<file path="src/rtl/cmdguard_pkg.sv">
`timescale 1ns/1ps
package cmdguard_pkg;

    typedef enum logic [3:0] {
        CMD_NOP  = 4'd0,
        CMD_ACT  = 4'd1,
        CMD_RD   = 4'd2,
        CMD_RDA  = 4'd3,
        CMD_WR   = 4'd4,
        CMD_WRA  = 4'd5,
        CMD_PRE  = 4'd6,
        CMD_PREA = 4'd7,
        CMD_PDE  = 4'd8,
        CMD_PDX  = 4'd9,
        CMD_SRE  = 4'd10,
        CMD_SRX  = 4'd11,
        CMD_REF  = 4'd12,
        CMD_MRS  = 4'd13,
        CMD_EMRS = 4'd14
    } cmd_t;

    typedef enum logic [2:0] {
        RSN_NONE    = 3'd0,
        RSN_SPACING = 3'd1,
        RSN_NOPGAP  = 3'd2,
        RSN_FORBID  = 3'd3,
        RSN_POWER   = 3'd4
    } reason_t;

    typedef enum logic [2:0] {
        BK_IDLE,
        BK_OPEN,
        BK_ACTIVATING,
        BK_WR_BURST,
        BK_WR_RECOVER,
        BK_RD_BURST,
        BK_PRECHARGING
    } bank_st_t;

    typedef enum logic [1:0] {
        PW_NORMAL,
        PW_PDOWN,
        PW_SREF
    } pwr_st_t;

    function automatic logic is_read(input cmd_t c);
        return (c == CMD_RD) || (c == CMD_RDA);
    endfunction

    function automatic logic is_write(input cmd_t c);
        return (c == CMD_WR) || (c == CMD_WRA);
    endfunction

endpackage

</file>
<file path="src/rtl/cmdguard_downcnt.sv">
`timescale 1ns/1ps
module cmdguard_downcnt #(
    parameter int CW   = 4,
    parameter int SPAN = 3
) (
    input  logic clk,
    input  logic rst,
    input  logic load,
    output logic busy
);
    logic [CW-1:0] cnt;

    always_ff @(posedge clk) begin
        if (rst)
            cnt <= '0;
        else if (load)
            cnt <= CW'(SPAN - 1);
        else if (cnt != '0)
            cnt <= cnt - 1'b1;
    end

    assign busy = (cnt != '0);
endmodule

</file>
<file path="src/rtl/cmdguard_bank.sv">
`timescale 1ns/1ps
module cmdguard_bank
    import cmdguard_pkg::*;
#(
    parameter int CW    = 4,
    parameter int T_RCD = 4,
    parameter int T_WR  = 3,
    parameter int T_RP  = 3
) (
    input  logic     clk,
    input  logic     rst,
    input  logic     hit,
    input  cmd_t     cmd,
    input  logic     wr_done,
    input  logic     rd_done,
    output bank_st_t st,
    output logic     ap
);
    bank_st_t      st_nx;
    logic          ap_nx;
    logic [CW-1:0] cnt, cnt_nx;

    always_ff @(posedge clk) begin
        if (rst) begin
            st  <= BK_IDLE;
            ap  <= 1'b0;
            cnt <= '0;
        end else begin
            st  <= st_nx;
            ap  <= ap_nx;
            cnt <= cnt_nx;
        end
    end

    always_comb begin
        st_nx  = st;
        ap_nx  = ap;
        cnt_nx = cnt;
        if (hit) begin
            unique case (cmd)
                CMD_ACT: begin
                    st_nx  = (T_RCD > 1) ? BK_ACTIVATING : BK_OPEN;
                    cnt_nx = CW'(T_RCD - 1);
                end
                CMD_RD, CMD_RDA: begin
                    st_nx = BK_RD_BURST;
                    ap_nx = (cmd == CMD_RDA);
                end
                CMD_WR, CMD_WRA: begin
                    st_nx = BK_WR_BURST;
                    ap_nx = (cmd == CMD_WRA);
                end
                CMD_PRE, CMD_PREA: begin
                    st_nx  = (T_RP > 1) ? BK_PRECHARGING : BK_IDLE;
                    cnt_nx = CW'(T_RP - 1);
                end
                default: ;
            endcase
        end else begin
            unique case (st)
                BK_ACTIVATING: begin
                    if (cnt <= CW'(1)) st_nx = BK_OPEN;
                    else               cnt_nx = cnt - 1'b1;
                end
                BK_WR_BURST: begin
                    if (wr_done) begin
                        if (T_WR > 1) begin
                            st_nx  = BK_WR_RECOVER;
                            cnt_nx = CW'(T_WR - 1);
                        end else begin
                            st_nx = ap ? BK_IDLE : BK_OPEN;
                        end
                    end
                end
                BK_WR_RECOVER: begin
                    if (cnt <= CW'(1)) st_nx = ap ? BK_IDLE : BK_OPEN;
                    else               cnt_nx = cnt - 1'b1;
                end
                BK_RD_BURST: begin
                    if (rd_done) st_nx = ap ? BK_IDLE : BK_OPEN;
                end
                BK_PRECHARGING: begin
                    if (cnt <= CW'(1)) st_nx = BK_IDLE;
                    else               cnt_nx = cnt - 1'b1;
                end
                default: ;
            endcase
        end
    end


    act_progress_chk: assert property (@(posedge clk) disable iff (rst)
        (st == BK_ACTIVATING && !hit) |=> (st == BK_ACTIVATING || st == BK_OPEN));


    rd_hold_chk: assert property (@(posedge clk) disable iff (rst)
        (st == BK_RD_BURST && !hit && !rd_done) |=> (st == BK_RD_BURST));
endmodule

</file>
<file path="src/rtl/cmdguard_spacing.sv">
`timescale 1ns/1ps
module cmdguard_spacing
    import cmdguard_pkg::*;
#(
    parameter int CW    = 4,
    parameter int BW    = 3,
    parameter int T_RRD = 3,
    parameter int T_WTR = 2,
    parameter int T_RTW = 3
) (
    input  logic          clk,
    input  logic          rst,
    input  cmd_t          cmd,
    input  logic [BW-1:0] bank,
    input  logic          wr_done,
    output logic          rrd_busy,
    output logic          wtr_busy,
    output logic          rtw_busy,
    output logic          prev_wr,
    output logic          prev_rd,
    output logic [BW-1:0] prev_bank
);
    cmdguard_downcnt #(.CW(CW), .SPAN(T_RRD)) u_rrd (
        .clk(clk), .rst(rst), .load(cmd == CMD_ACT), .busy(rrd_busy));

    cmdguard_downcnt #(.CW(CW), .SPAN(T_WTR)) u_wtr (
        .clk(clk), .rst(rst), .load(wr_done), .busy(wtr_busy));

    cmdguard_downcnt #(.CW(CW), .SPAN(T_RTW)) u_rtw (
        .clk(clk), .rst(rst), .load(is_read(cmd)), .busy(rtw_busy));

    always_ff @(posedge clk) begin
        if (rst) begin
            prev_wr   <= 1'b0;
            prev_rd   <= 1'b0;
            prev_bank <= '0;
        end else begin
            prev_wr   <= is_write(cmd);
            prev_rd   <= is_read(cmd);
            prev_bank <= bank;
        end
    end
endmodule

</file>
<file path="src/rtl/cmdguard_power.sv">
`timescale 1ns/1ps
module cmdguard_power
    import cmdguard_pkg::*;
(
    input  logic    clk,
    input  logic    rst,
    input  cmd_t    cmd,
    output pwr_st_t pst,
    output logic    pwr_viol
);
    pwr_st_t pst_nx;

    always_ff @(posedge clk) begin
        if (rst) pst <= PW_NORMAL;
        else     pst <= pst_nx;
    end

    always_comb begin
        pst_nx = pst;
        unique case (pst)
            PW_NORMAL: begin
                if (cmd == CMD_PDE)      pst_nx = PW_PDOWN;
                else if (cmd == CMD_SRE) pst_nx = PW_SREF;
            end
            PW_PDOWN: if (cmd == CMD_PDX) pst_nx = PW_NORMAL;
            PW_SREF:  if (cmd == CMD_SRX) pst_nx = PW_NORMAL;
            default:  pst_nx = PW_NORMAL;
        endcase
    end

    always_comb begin
        unique case (pst)
            PW_PDOWN: pwr_viol = !(cmd == CMD_NOP || cmd == CMD_PDX);
            PW_SREF:  pwr_viol = !(cmd == CMD_NOP || cmd == CMD_SRX);
            default:  pwr_viol = (cmd == CMD_PDX) || (cmd == CMD_SRX);
        endcase
    end
endmodule

</file>
<file path="src/rtl/dram_cmd_guard.sv">
`timescale 1ns/1ps
module dram_cmd_guard
    import cmdguard_pkg::*;
#(
    parameter int NUM_BANKS = 8,
    parameter int T_RCD     = 4,
    parameter int T_RRD     = 3,
    parameter int T_WR      = 3,
    parameter int T_RP      = 3,
    parameter int T_WTR     = 2,
    parameter int T_RTW     = 3,
    localparam int BW       = $clog2(NUM_BANKS),
    localparam int TMAX1    = (T_RCD > T_RRD) ? T_RCD : T_RRD,
    localparam int TMAX2    = (T_WR > T_RP) ? T_WR : T_RP,
    localparam int TMAX3    = (T_WTR > T_RTW) ? T_WTR : T_RTW,
    localparam int TMAX12   = (TMAX1 > TMAX2) ? TMAX1 : TMAX2,
    localparam int TMAX     = (TMAX12 > TMAX3) ? TMAX12 : TMAX3,
    localparam int CW       = $clog2(TMAX + 1)
) (
    input  logic          clk,
    input  logic          rst,
    input  logic [3:0]    cmd_code,
    input  logic [BW-1:0] cmd_bank,
    input  logic          wr_strobe_done,
    input  logic          rd_strobe_done,
    output logic          viol,
    output logic [2:0]    viol_reason
);
    cmd_t     cmd;
    bank_st_t bst [NUM_BANKS];
    logic     bap [NUM_BANKS];

    logic [NUM_BANKS-1:0] busy_v, open_v, wburst_v, wra_v, others_v;
    logic    rrd_busy, wtr_busy, rtw_busy, prev_wr, prev_rd;
    logic [BW-1:0] prev_bank;
    pwr_st_t pst;
    logic    pwr_viol;
    logic    forbid, nopgap, spacing;
    reason_t reason;

    assign cmd = cmd_t'(cmd_code);

    for (genvar g = 0; g < NUM_BANKS; g++) begin : g_bank
        logic hit;
        assign hit = (cmd == CMD_PREA) ||
                     ((cmd_bank == BW'(g)) &&
                      (cmd == CMD_ACT || is_read(cmd) || is_write(cmd) || cmd == CMD_PRE));

        cmdguard_bank #(.CW(CW), .T_RCD(T_RCD), .T_WR(T_WR), .T_RP(T_RP)) u_bank (
            .clk(clk), .rst(rst), .hit(hit), .cmd(cmd),
            .wr_done(wr_strobe_done), .rd_done(rd_strobe_done),
            .st(bst[g]), .ap(bap[g]));

        assign busy_v[g]   = (bst[g] != BK_IDLE) && (bst[g] != BK_OPEN);
        assign open_v[g]   = (bst[g] == BK_OPEN);
        assign wburst_v[g] = (bst[g] == BK_WR_BURST);
        assign wra_v[g]    = bap[g] && (bst[g] == BK_WR_BURST || bst[g] == BK_WR_RECOVER);
        assign others_v[g] = (cmd_bank != BW'(g));
    end

    cmdguard_spacing #(.CW(CW), .BW(BW), .T_RRD(T_RRD), .T_WTR(T_WTR), .T_RTW(T_RTW)) u_spacing (
        .clk(clk), .rst(rst), .cmd(cmd), .bank(cmd_bank), .wr_done(wr_strobe_done),
        .rrd_busy(rrd_busy), .wtr_busy(wtr_busy), .rtw_busy(rtw_busy),
        .prev_wr(prev_wr), .prev_rd(prev_rd), .prev_bank(prev_bank));

    cmdguard_power u_power (
        .clk(clk), .rst(rst), .cmd(cmd), .pst(pst), .pwr_viol(pwr_viol));

    always_comb begin
        forbid = 1'b0;
        unique case (cmd)
            CMD_ACT:                     forbid = busy_v[cmd_bank] || open_v[cmd_bank];
            CMD_RD, CMD_WR, CMD_WRA:     forbid = !open_v[cmd_bank];
            CMD_RDA:                     forbid = !open_v[cmd_bank] || |(wra_v & others_v);
            CMD_PRE:                     forbid = busy_v[cmd_bank];
            CMD_PREA, CMD_PDE:           forbid = |busy_v;
            CMD_REF, CMD_SRE,
            CMD_MRS, CMD_EMRS:           forbid = |(busy_v | open_v);
            default:                     forbid = 1'b0;
        endcase
    end

    assign nopgap = (cmd_bank != prev_bank) &&
                    ((is_write(cmd) && prev_wr) || (is_read(cmd) && prev_rd));

    assign spacing = ((cmd == CMD_ACT) && rrd_busy) ||
                     (is_read(cmd) && (wtr_busy || |wburst_v)) ||
                     (is_write(cmd) && rtw_busy);

    always_comb begin
        if (pwr_viol)     reason = RSN_POWER;
        else if (forbid)  reason = RSN_FORBID;
        else if (nopgap)  reason = RSN_NOPGAP;
        else if (spacing) reason = RSN_SPACING;
        else              reason = RSN_NONE;
    end

    assign viol_reason = reason;
    assign viol        = (reason != RSN_NONE);


    nop_quiet_chk: assert property (@(posedge clk) disable iff (rst)
        (cmd == CMD_NOP) |-> !viol);


    pdown_only_exit_chk: assert property (@(posedge clk) disable iff (rst)
        (pst == PW_PDOWN && cmd != CMD_NOP && cmd != CMD_PDX) |-> (viol && viol_reason == 3'd4));

    if (T_RRD > 1) begin : g_rrd_chk

        act_rrd_chk: assert property (@(posedge clk) disable iff (rst)
            (cmd == CMD_ACT) |=> (cmd != CMD_ACT || viol));
    end
endmodule

</file>
<file path="config.mk">
export PLATFORM = sky130hd
export DESIGN_NAME = dram_cmd_guard
export DESIGN_NICKNAME = d
export VERILOG_FILES = /design/src/rtl/cmdguard_pkg.sv /design/src/rtl/cmdguard_downcnt.sv /design/src/rtl/cmdguard_bank.sv /design/src/rtl/cmdguard_spacing.sv /design/src/rtl/cmdguard_power.sv /design/src/rtl/dram_cmd_guard.sv
export SDC_FILE = /design/constraint.sdc
export NUM_CORES = 1
export LEC_CHECK = 0
export BUFFER_PORTS_ARGS = -buffer_cell sky130_fd_sc_hd__buf_2
export CORE_ASPECT_RATIO = 1.25
export CORE_MARGIN = 2
export CORE_UTILIZATION = 30
export CTS_CLUSTER_DIAMETER = 200
export CTS_CLUSTER_SIZE = 40
export DETAILED_ROUTE_END_ITERATION = 16
export HOLD_SLACK_MARGIN = 0.02
export PLACE_DENSITY = 0.53
export SKIP_LAST_GASP = 1
export SLEW_MARGIN = 25
export SYNTH_ARGS = -nofsm -noshare
export SYNTH_HDL_FRONTEND = slang
export SYNTH_SLANG_ARGS = --single-unit
</file>
<file path="constraint.sdc">
create_clock -name clk -period 3.8 [get_ports clk]
set_input_delay 0.76 -clock clk [delete_from_list [all_inputs] [get_ports clk]]
set_output_delay 0.76 -clock clk [all_outputs]
set_load 0.01 [all_outputs]
</file>
==> results.py <==
metrics = {
    "status": {
        "status": "completed",
    },
    "clocking": {
        "insertion_delay_ps": 350,
        "ctsResizeCount": 0,
        "clk_pin_slew_ps": 60,
        "cts_tree": "yes",
        "htreeDepth": 3,
        "cts_buffers": 9,
        "cts_setup_buffers": 0,
        "cts.sinks": 72,
        "clock_path_buffers": 2,
        "ctsHoldBuffers": 0,
        "root_buffer": "clkbuf_16",
    },
    "timing": {
        "post-route-period-util_pct": 95.7,
        "tns_ps": 0,
        "fin_skew_ps": 4.38,
        "hold_viol": 0,
        "setup_violations": 0,
        "fin_crit_ps": 3640,
        "relSlewSlack_pct": 40.8,
        "drv_slew": 0,
        "grt_setup_unrepaired": "false",
        "fmax_mhz": 275,
        "worstMarginPinSlew_ps": 888,
    },
    "min_path": {
        "hp-class": "flip-flop to flip-flop",
    },
    "routing": {
        "first_iter_violations": 385,
        "drtAntennaViolNets": 0,
        "vias_per_cell": 5.59,
        "dr.pass1.iters": 5,
        "routed_wl_um": 15600,
        "drc": 0,
        "wl_per_cell_um": 16.8,
        "dr_total_vias": 5174,
    },
    "power_and_ir_drop": {
        "power_leakage_nw": 2.09,
        "p_clk_share_pct": 31.7,
        "power.density_mw_per_mm2": 435,
        "internal-power_mw": 1.68,
        "p_switching_mw": 0.903,
        "seqPwrFrac_pct": 36.7,
        "switching_share_pct": 34.9,
        "ir_worst_vdd_v": 0.000253,
        "comb_power_share_pct": 31.5,
    },
    "grt": {
        "grt_max_degree": 43,
        "grt-ovfl-total": 0,
        "grt_pass1_vias": 4847,
        "grt_use_total_pct": 17.0,
        "antenna_found_initial": 1,
        "grt_pass1_wl_um": 25300,
    },
    "place": {
        "placed_cells": 910,
        "place_congestion": 0.931,
        "dp_hpwl_um": 11400,
        "io_buffers": 14,
    },
    "critical_path": {
        "startpoint_type": "input pin",
        "worstPathRequired_ps": 3040,
        "crit_chain": "buf_2 -> and3b_1 -> and3_1 -> a2111oi_2 -> mux2_4 -> nor4_1 -> a21oi_1 -> buf_2",
        "path_max_fanout": 14,
        "cp.arrival_ps": 2880,
        "critPathMaxStageDelay_ps": 500,
        "critPathSlowestCell": "a2111oi_2",
        "critical_path_class": "input pin to primary output",
        "cpMostUsedCell": "buf_2",
        "cp-end-kind": "primary output",
    },
    "run": {
        "max_cap_viol_count": 0,
    },
    "finish": {
        "syn_to_final_growth_pct": 10.2,
        "fin_cells": 926,
        "n_antenna_cell": 0,
        "layout_common_cells": "nor2_1 (74), dfxtp_1 (72), a21oi_1 (56)",
        "layout-drive-gt1-share_pct": 12.7,
        "layout.cells.most_common": "nor2_1",
        "nets": 730,
        "nFillCells": 1875,
    },
    "die": {
        "core-area_mm2": 0.0175,
        "die-area_mm2": 0.0191,
        "fp-row-count": 54,
        "start_util_pct": 30.8,
        "io_pins": 15,
        "die_h_um": 154,
        "fp.dieW_um": 124,
    },
    "logic_synthesis": {
        "yosys_warnings": 0,
        "syn_area_mm2": 0.00539,
        "synthTopCellsByArea": "dfxtp_1 (27%), a21oi_1 (5.2%), nor2_1 (5.2%)",
        "synth_fp_nets": 736,
        "synthFlopType": "dfxtp_1",
        "synth_area_per_cell_um2": 7.66,
        "synth.distinct_cells": 80,
        "netlist_instances": 703,
        "synth_seq_cells": 72,
        "synthArstFlopShare_pct": 0,
        "ys_seq_area_share_pct": 26.8,
        "yosys.area.top_type": "dfxtp_1",
        "synth_top_area_share_pct": 26.8,
        "synth_edf_count": 0,
    },
}
==> final cells by class <==
class / instances / area [um^2] / share of cell area [%]
Inverter: 35 / 131 / 2.21
Tap cell: 224 / 280 / 4.72
Multi-Input combinational cell: 541 / 3550 / 59.8
Timing Repair Buffer: 38 / 250 / 4.22
Sequential cell: 72 / 1440 / 24.3
Clock buffer: 13 / 270 / 4.55
Clock inverter: 3 / 15.0 / 0.253
==> cell usage after synthesis (5+ instances only) <==
| cell type | number |
|---|---|
| nor2_1 | 74 |
| dfxtp_1 | 72 |
| a21oi_1 | 56 |
| nand2_1 | 52 |
| o21ai_0 | 43 |
| inv_1 | 34 |
| buf_2 | 24 |
| clkbuf_1 | 24 |
| nor3_1 | 23 |
| ha_1 | 22 |
| a211oi_1 | 19 |
| nand3_1 | 13 |
| nor3b_1 | 13 |
| nand2b_1 | 12 |
| nand3b_1 | 12 |
| a22oi_1 | 10 |
| a311oi_1 | 10 |
| mux2i_1 | 10 |
| nor2b_1 | 9 |
| nor4_1 | 9 |
| o31ai_1 | 8 |
| xnor2_1 | 8 |
| o21ai_1 | 7 |
| a31oi_1 | 6 |
| o21ba_2 | 6 |
| o21bai_1 | 6 |
| or4_1 | 6 |
| a221oi_1 | 5 |
| and3b_1 | 5 |
| or3_1 | 5 |
==> registers in the layout (all words and copies together), names as in the netlist <==
| signal | count |
|---|---|
| g_bank.u_bank.st | 24 |
| u_power.pst | 2 |
| u_spacing.prev_wr | 1 |
| g_bank.u_bank.cnt | 24 |
| u_spacing.u_wtr.cnt | 3 |
| u_spacing.u_rrd.cnt | 3 |
| u_spacing.u_rtw.cnt | 3 |
| u_spacing.prev_rd | 1 |
| g_bank.u_bank.ap | 8 |
| u_spacing.prev_bank | 3 |
==> per-layer routing <==
layer  part of all wire (%)  track usage, %
met1                     45            21.2
met2                     48            28.2
met3                    4.5            3.75
met4                    2.6            6.44
met5                  0.084               0
==> worst max-delay path: cells and delay by family <==
family | cells | cell delay (ps)
AO/OA/AOI/OAI | 2 | 610
buffers and inverters | 2 | 430
multiplexers | 1 | 370
AND/OR/NAND/NOR | 3 | 710
==> metrics by stage <==
step / area (um^2) / total power, mW / hold WS (ps) / util, % / setup slack (ps)
after floorplan: 5390 / 1.58 / 445 / - / 592
after global placement: 5650 / 1.77 / 465 / 32.3 / 202
after detailed placement: 5650 / 1.78 / 463 / 32.3 / 199
after CTS: 5940 / 2.61 / 473 / 33.9 / 183
after global routing: 5940 / 2.77 / 490 / 33.9 / 11.8
final: 5940 / 2.58 / 467 / 33.9 / 164
==> kinds of logic (layout without fill, tap and decap cells) <==
logic type,Yosys count,after routing,share of synthesized area (%)
AOI/OAI and AO/OA,222,222,27.8
buffers and inverters,90,89,7.41
xor gates and xnor gates,10,10,1.63
and+or+nand+nor,273,273,28.1
muxes,14,14,3.18
adders and majority gates,22,22,5.11
DFF,72,72,26.8
==> power by group through the flow <==
stage | sequential [mW] | clock, mW | combinational, mW
final | 0.949 | 0.820 | 0.815
after global routing | 0.968 | 0.874 | 0.933
after CTS | 0.948 | 0.847 | 0.818
after detailed placement | 0.964 | 0 | 0.813
after global placement | 0.964 | 0 | 0.810
after floorplan | 0.906 | 0 | 0.674
==> worst paths after layout <==
path | from | slack (ps) | cells past startpoint | end
max reg2reg | g_bank[4].u_bank.st[0]$_SDFFE_PP0P_ | 1750 | 6 | g_bank[4].u_bank.cnt[0]$_SDFFE_PP0P_
min reg2reg | g_bank[1].u_bank.cnt[1]$_SDFFE_PP0P_ | 470 | 2 | g_bank[1].u_bank.cnt[1]$_SDFFE_PP0P_
min | g_bank[1].u_bank.cnt[1]$_SDFFE_PP0P_ | 470 | 2 | g_bank[1].u_bank.cnt[1]$_SDFFE_PP0P_
max | cmd_bank[1] | 160 | 8 | viol_reason[0]
Power figures use the tool's default switching activity.
